<file path="config.mk">
export PLATFORM = sky130hd
export DESIGN_NAME = trace_msg_serializer
export DESIGN_NICKNAME = d
export VERILOG_FILES = /design/src/rtl/trace_msg_serializer.sv
export SDC_FILE = /design/constraint.sdc
export NUM_CORES = 1
export LEC_CHECK = 0
export ABC_AREA = 1
export BUFFER_PORTS_ARGS = -buffer_cell sky130_fd_sc_hd__buf_2
export CAP_MARGIN = 5
export CORE_MARGIN = 3
export CORE_UTILIZATION = 45
export CTS_CLUSTER_DIAMETER = 50
export DETAILED_ROUTE_END_ITERATION = 8
export PLACE_DENSITY = 0.7
export SYNTH_ARGS = -nofsm -noshare
export SYNTH_HDL_FRONTEND = slang
export SYNTH_SLANG_ARGS = --single-unit
</file>
<file path="constraint.sdc">
create_clock -name clk -period 4.9 [get_ports clk]
set_clock_uncertainty 0.05 [all_clocks]
set_input_delay 0.245 -clock clk [delete_from_list [all_inputs] [get_ports clk]]
set_output_delay 0.245 -clock clk [all_outputs]
set_load 0.02 [all_outputs]
</file>
<file path="src/rtl/trace_msg_serializer.sv">
`timescale 1ns/1ps
module trace_msg_serializer #(
  parameter int DEPTH = 4,
  parameter int WPW = 4,
  parameter logic [3:0] SRC_ID = 4'd0
) (
  input  logic           clk,
  input  logic           rst_n,
  input  logic           wp_hit,
  input  logic [WPW-1:0] wp_num,
  input  logic           err_hit,
  input  logic [4:0]     err_code,
  input  logic           stall_en,
  output logic           stall_out,
  output logic           tx_clk,
  output logic [1:0]     tx_data,
  output logic           tx_frame
);
  localparam int AW = (DEPTH > 1) ? $clog2(DEPTH) : 1;
  localparam int CW = $clog2(DEPTH + 1);
  localparam int PW = (WPW > 5) ? WPW : 5;
  localparam int WP_BEATS = (10 + WPW + 1) / 2;
  localparam int ERR_BEATS = 8;
  localparam int MAXB = (WP_BEATS > ERR_BEATS) ? WP_BEATS : ERR_BEATS;
  localparam int SHW = 2 * MAXB;
  localparam int BW = $clog2(MAXB + 1);

  logic [PW:0]    mem [DEPTH];
  logic [AW-1:0]  rd_ptr, wr_ptr;
  logic [CW-1:0]  count;
  logic           lost_wp, lost_other;
  logic           ph, gap, pop;
  logic [SHW-1:0] sh, ld;
  logic [BW-1:0]  rem;
  logic [PW:0]    head;
  int             ld_beats;

  logic [PW:0] cd [3];
  logic        cv [3];
  logic [PW:0] wd [3];
  logic [1:0]  nwr;
  logic        rep_taken, drop_err, drop_wp;
  int          free;

  always_comb begin
    cv[0] = lost_wp | lost_other;
    cd[0] = {1'b1, PW'(lost_other ? 5'd8 : 5'd6)};
    cv[1] = err_hit;
    cd[1] = {1'b1, PW'(err_code)};
    cv[2] = wp_hit;
    cd[2] = {1'b0, PW'(wp_num)};
    free = DEPTH - int'(count);
    nwr = 2'd0;
    rep_taken = 1'b0;
    drop_err = 1'b0;
    drop_wp = 1'b0;
    for (int i = 0; i < 3; i++) wd[i] = '0;
    for (int i = 0; i < 3; i++) begin
      if (cv[i]) begin
        if (int'(nwr) < free) begin
          wd[nwr] = cd[i];
          nwr = nwr + 2'd1;
          if (i == 0) rep_taken = 1'b1;
        end else if (i == 1) drop_err = 1'b1;
        else if (i == 2) drop_wp = 1'b1;
      end
    end
  end

  assign head = mem[rd_ptr];
  assign ld = head[PW] ? SHW'({head[4:0], SRC_ID, 6'd8})
                       : SHW'({head[WPW-1:0], SRC_ID, 6'd15});
  assign ld_beats = head[PW] ? ERR_BEATS : WP_BEATS;
  assign pop = ph && (rem == '0) && !gap && (count != '0);
  assign tx_clk = ph;
  assign stall_out = stall_en && (count >= CW'(DEPTH - 1));

  always_ff @(posedge clk) begin
    for (int i = 0; i < 3; i++)
      if (i < int'(nwr)) mem[wr_ptr + AW'(i)] <= wd[i];
  end

  always_ff @(posedge clk) begin
    if (!rst_n) begin
      rd_ptr <= '0;
      wr_ptr <= '0;
      count <= '0;
      lost_wp <= 1'b0;
      lost_other <= 1'b0;
      ph <= 1'b0;
      gap <= 1'b0;
      sh <= '0;
      rem <= '0;
      tx_data <= 2'b00;
      tx_frame <= 1'b1;
    end else begin
      ph <= ~ph;
      wr_ptr <= wr_ptr + AW'(nwr);
      if (pop) rd_ptr <= rd_ptr + AW'(1);
      count <= count + CW'(nwr) - CW'(pop);
      if (rep_taken) begin
        lost_wp <= drop_wp;
        lost_other <= drop_err;
      end else begin
        lost_wp <= lost_wp | drop_wp;
        lost_other <= lost_other | drop_err;
      end
      if (ph) begin
        if (rem != '0) begin
          tx_data <= sh[1:0];
          sh <= sh >> 2;
          tx_frame <= (rem == BW'(1));
          gap <= (rem == BW'(1));
          rem <= rem - BW'(1);
        end else if (pop) begin
          tx_data <= ld[1:0];
          sh <= ld >> 2;
          tx_frame <= 1'b0;
          rem <= BW'(ld_beats - 1);
          gap <= 1'b0;
        end else begin
          tx_data <= 2'b00;
          tx_frame <= 1'b1;
          gap <= 1'b0;
        end
      end
    end
  end
endmodule


</file>
==> impl_metrics.toml <==
[critical_path]
cp-start-kind = "flip-flop"
crit_slowest_cell = "dfxtp_2"
worstSetupPathType = "flip-flop to flip-flop"
max_stage_delay_ns = 0.39
cp_num_buf_inv = 7
cp.required_ns = 5.09
setup.worst_path.end_class = "flip-flop"
critPathTopFamily = "adder cells"
worstPathArrival_ns = 4.65
cp_max_fo = 7

[clocking]
h-tree-depth = 3
cts_resized = 0
insertion_delay_ns = 0.34
cts_hold_buf = 0
cts_buffer_depth = 2
cts_tree = "yes"
post_cts_buffers = 0
path_clk_slew_ns = 0.08
root_buffer = "clkbuf_8"
cts_buffers = 9
numClockSinks = 57

[sta]
hold_violations = 0
setup_slack_ns = 0.4398
relSlewSlack_pct = 42.27
setup_viol = 0
tns_ns = 0
min_period_ns = 4.460
worst_slew_pin_slew_ns = 0.8587
rsz0062_at_grt = "no"
fmax_ghz = 0.2242
finalCritPeriodShare_pct = 91.03
slew_viol_final = 0

[floorplan]
start_util_pct = 48.04
io_pins = 19
die_h_um = 95.39
core_um2 = 7486
die_w_um = 95.39
rows = 31
floorplan.die_area_um2 = 9099

[yosys]
async_flop_share_pct = 0
synth_area_per_cell_um2 = 7.354
synth.largest_area_cell = "edfxtp_1"
ys_seq_area_share_pct = 38.41
netlist_top_cells_count = "nand2_1 (178), inv_1 (46), nor2_1 (42)"
synthCells = 489
ys_warn_count = 0
synth_top_area_share_pct = 20.04
synth-edff-count = 24
yosysUniqueCellTypes = 42
synth_area_leaders = "edfxtp_1 (20%), nand2_1 (19%), dfxtp_1 (18%)"
ys_ff_latch = 57
syn_area_um2 = 3596
synth-main-ff-cell = "dfxtp_1"
synth.most_common_cell = "nand2_1"
synth_nets = 519

[detailed_routing]
drc_errors = 0
avgViaCountPerCell = 5.070
drt_iter0_drc = 190
vias = 3123
firstDrtPassIters = 5
wirelength_mm = 7.788
ant_nets = 0
wl_per_cell_um = 12.64

[global_routing]
grt_overflow = 0
grt_use_total_pct = 18.94
first_global_vias = 2915
antenna_found_initial = 0
grt_pass1_wl_mm = 13.48
grt_max_degree = 18

[finish]
area_growth_pct = 10.33
drive_above_1_share_pct = 13.93
n_antenna_cell = 0
nNetsFinal = 542
fin_area_um2 = 3968

[power]
power.net_switching_w = 0.001479
powerDensity_nw_per_um2 = 756.0
intPower_w = 0.001521
p_total_w = 0.002999
irDropWorstVdd_v = 0.0004794
combPwrFrac_pct = 58.2
p_leak_nw = 1.927
sw_frac_of_total_pct = 49.31
pwr-share-clk_pct = 13.2
seqPwrFrac_pct = 28.6

[placed_design]
placed_area_um2 = 3786
portBuffers = 18
hpwl_mm = 6.041
place.gp.congestion = 0.8916
place_worst_setup_slack_ns = 0.2626

[min_path]
hold_path_class = "input port to flip-flop"

[flow_run]
drv_cap = 0

[run_status]
status = "finished, final reports clean"
[power groups by stage]
stage | clock network (W) | registers [W] | logic (W)
detailed placement | 0 | 0.000867 | 0.00173
finish | 0.000396 | 0.000858 | 0.00175
CTS | 0.000403 | 0.000859 | 0.00174
global route | 0.000428 | 0.000877 | 0.00200
floorplan | 0 | 0.000854 | 0.00136
global placement | 0 | 0.000865 | 0.00171
[sequential cells by signal (all words and copies together) (netlist names), named ones only]
name,count
gap,1
lost_wp,1
wr_ptr,2
rem,4
rd_ptr,2
tx_frame,1
tx_data,2
count,3
tx_clk,1
sh,13
mem,24
lost_other,1
[per-stage QoR]
step / util (%) / hold WS, ns / instances
after floorplan: - / 0.3203 / 489
after global placement: 50.58 / 0.3963 / 600
after detailed placement: 50.58 / 0.4029 / 600
after CTS: 52.95 / 0.1555 / 616
after global routing: 53.00 / 0.1939 / 616
final: 53.00 / 0.1705 / 616
[placed cells by master, fill, tap and decap left out, types with 2 or more instances in the layout]
| cell type | netlist | final |
|---|---|---|
| o21ai_0 | 22 | 22 |
| nor2_8 | 3 | 3 |
| o221ai_1 | 3 | 3 |
| clkinv_1 | 2 | 2 |
| nand2_2 | 3 | 4 |
| nor3_1 | 5 | 5 |
| clkbuf_8 | 0 | 10 |
| nand3_1 | 22 | 22 |
| edfxtp_1 | 24 | 24 |
| dfxtp_1 | 33 | 32 |
| a31oi_1 | 2 | 2 |
| ha_1 | 15 | 15 |
| nor2_2 | 4 | 4 |
| nand2_1 | 178 | 177 |
| nand3_4 | 2 | 2 |
| xor2_1 | 2 | 2 |
| mux2i_1 | 3 | 3 |
| buf_2 | 1 | 18 |
| inv_1 | 46 | 45 |
| a21oi_1 | 33 | 33 |
| nand4_1 | 9 | 9 |
| o32ai_1 | 2 | 2 |
| nand2_4 | 7 | 7 |
| inv_4 | 2 | 4 |
| clkinv_2 | 1 | 3 |
| nor2_1 | 42 | 42 |
| inv_2 | 1 | 2 |
| inv_6 | 1 | 2 |
| buf_4 | 2 | 2 |
| clkinv_4 | 3 | 4 |
[cell type report]
class / instances / area (um2)
fillers: 721 / 3518
multi-input cells: 368 / 1942
flip-flops and latches: 57 / 1383
inverters: 56 / 236.5
clock buffers: 10 / 137.6
well taps: 99 / 123.9
repair buffers: 20 / 105.1
clock inverters: 6 / 40.04
[metal layers]
layer / share of wire (%) / vias up / global-route usage [%]
met5: 0 / - / 0
met2: 46 / 95 / 31.43
met4: 2.2 / 0 / 7.346
met3: 5.4 / 20 / 3.867
met1: 46 / 1371 / 24.19
li1: - / 1637 / -
[final timing paths]
check | from | end | slack (ns) | cells past startpoint
setup / recovery | count[1] | count[2] | 0.44 | 30
hold / removal | err_hit | lost_other | 0.17 | 3
setup reg to reg | count[1] | count[2] | 0.44 | 30
hold reg to reg | sh[7] | sh[5] | 0.40 | 2
[kinds of logic after synthesis]
kind of cell | share of synthesized area, %
AO/OA/AOI/OAI | 10.20
XOR/XNOR | 0.4872
adder cells (fa/ha/maj) | 5.776
buffers and inverters | 7.654
flip-flops | 38.41
multiplexers | 0.8351
AND/OR/NAND/NOR | 36.64
[worst min-delay path, cell delays in order]
cell and delay [ns]:
buf_2 0.15, nand2_1 0.07, a21oi_1 0.05
No activity file was read; power rests on OpenSTA's default activity.
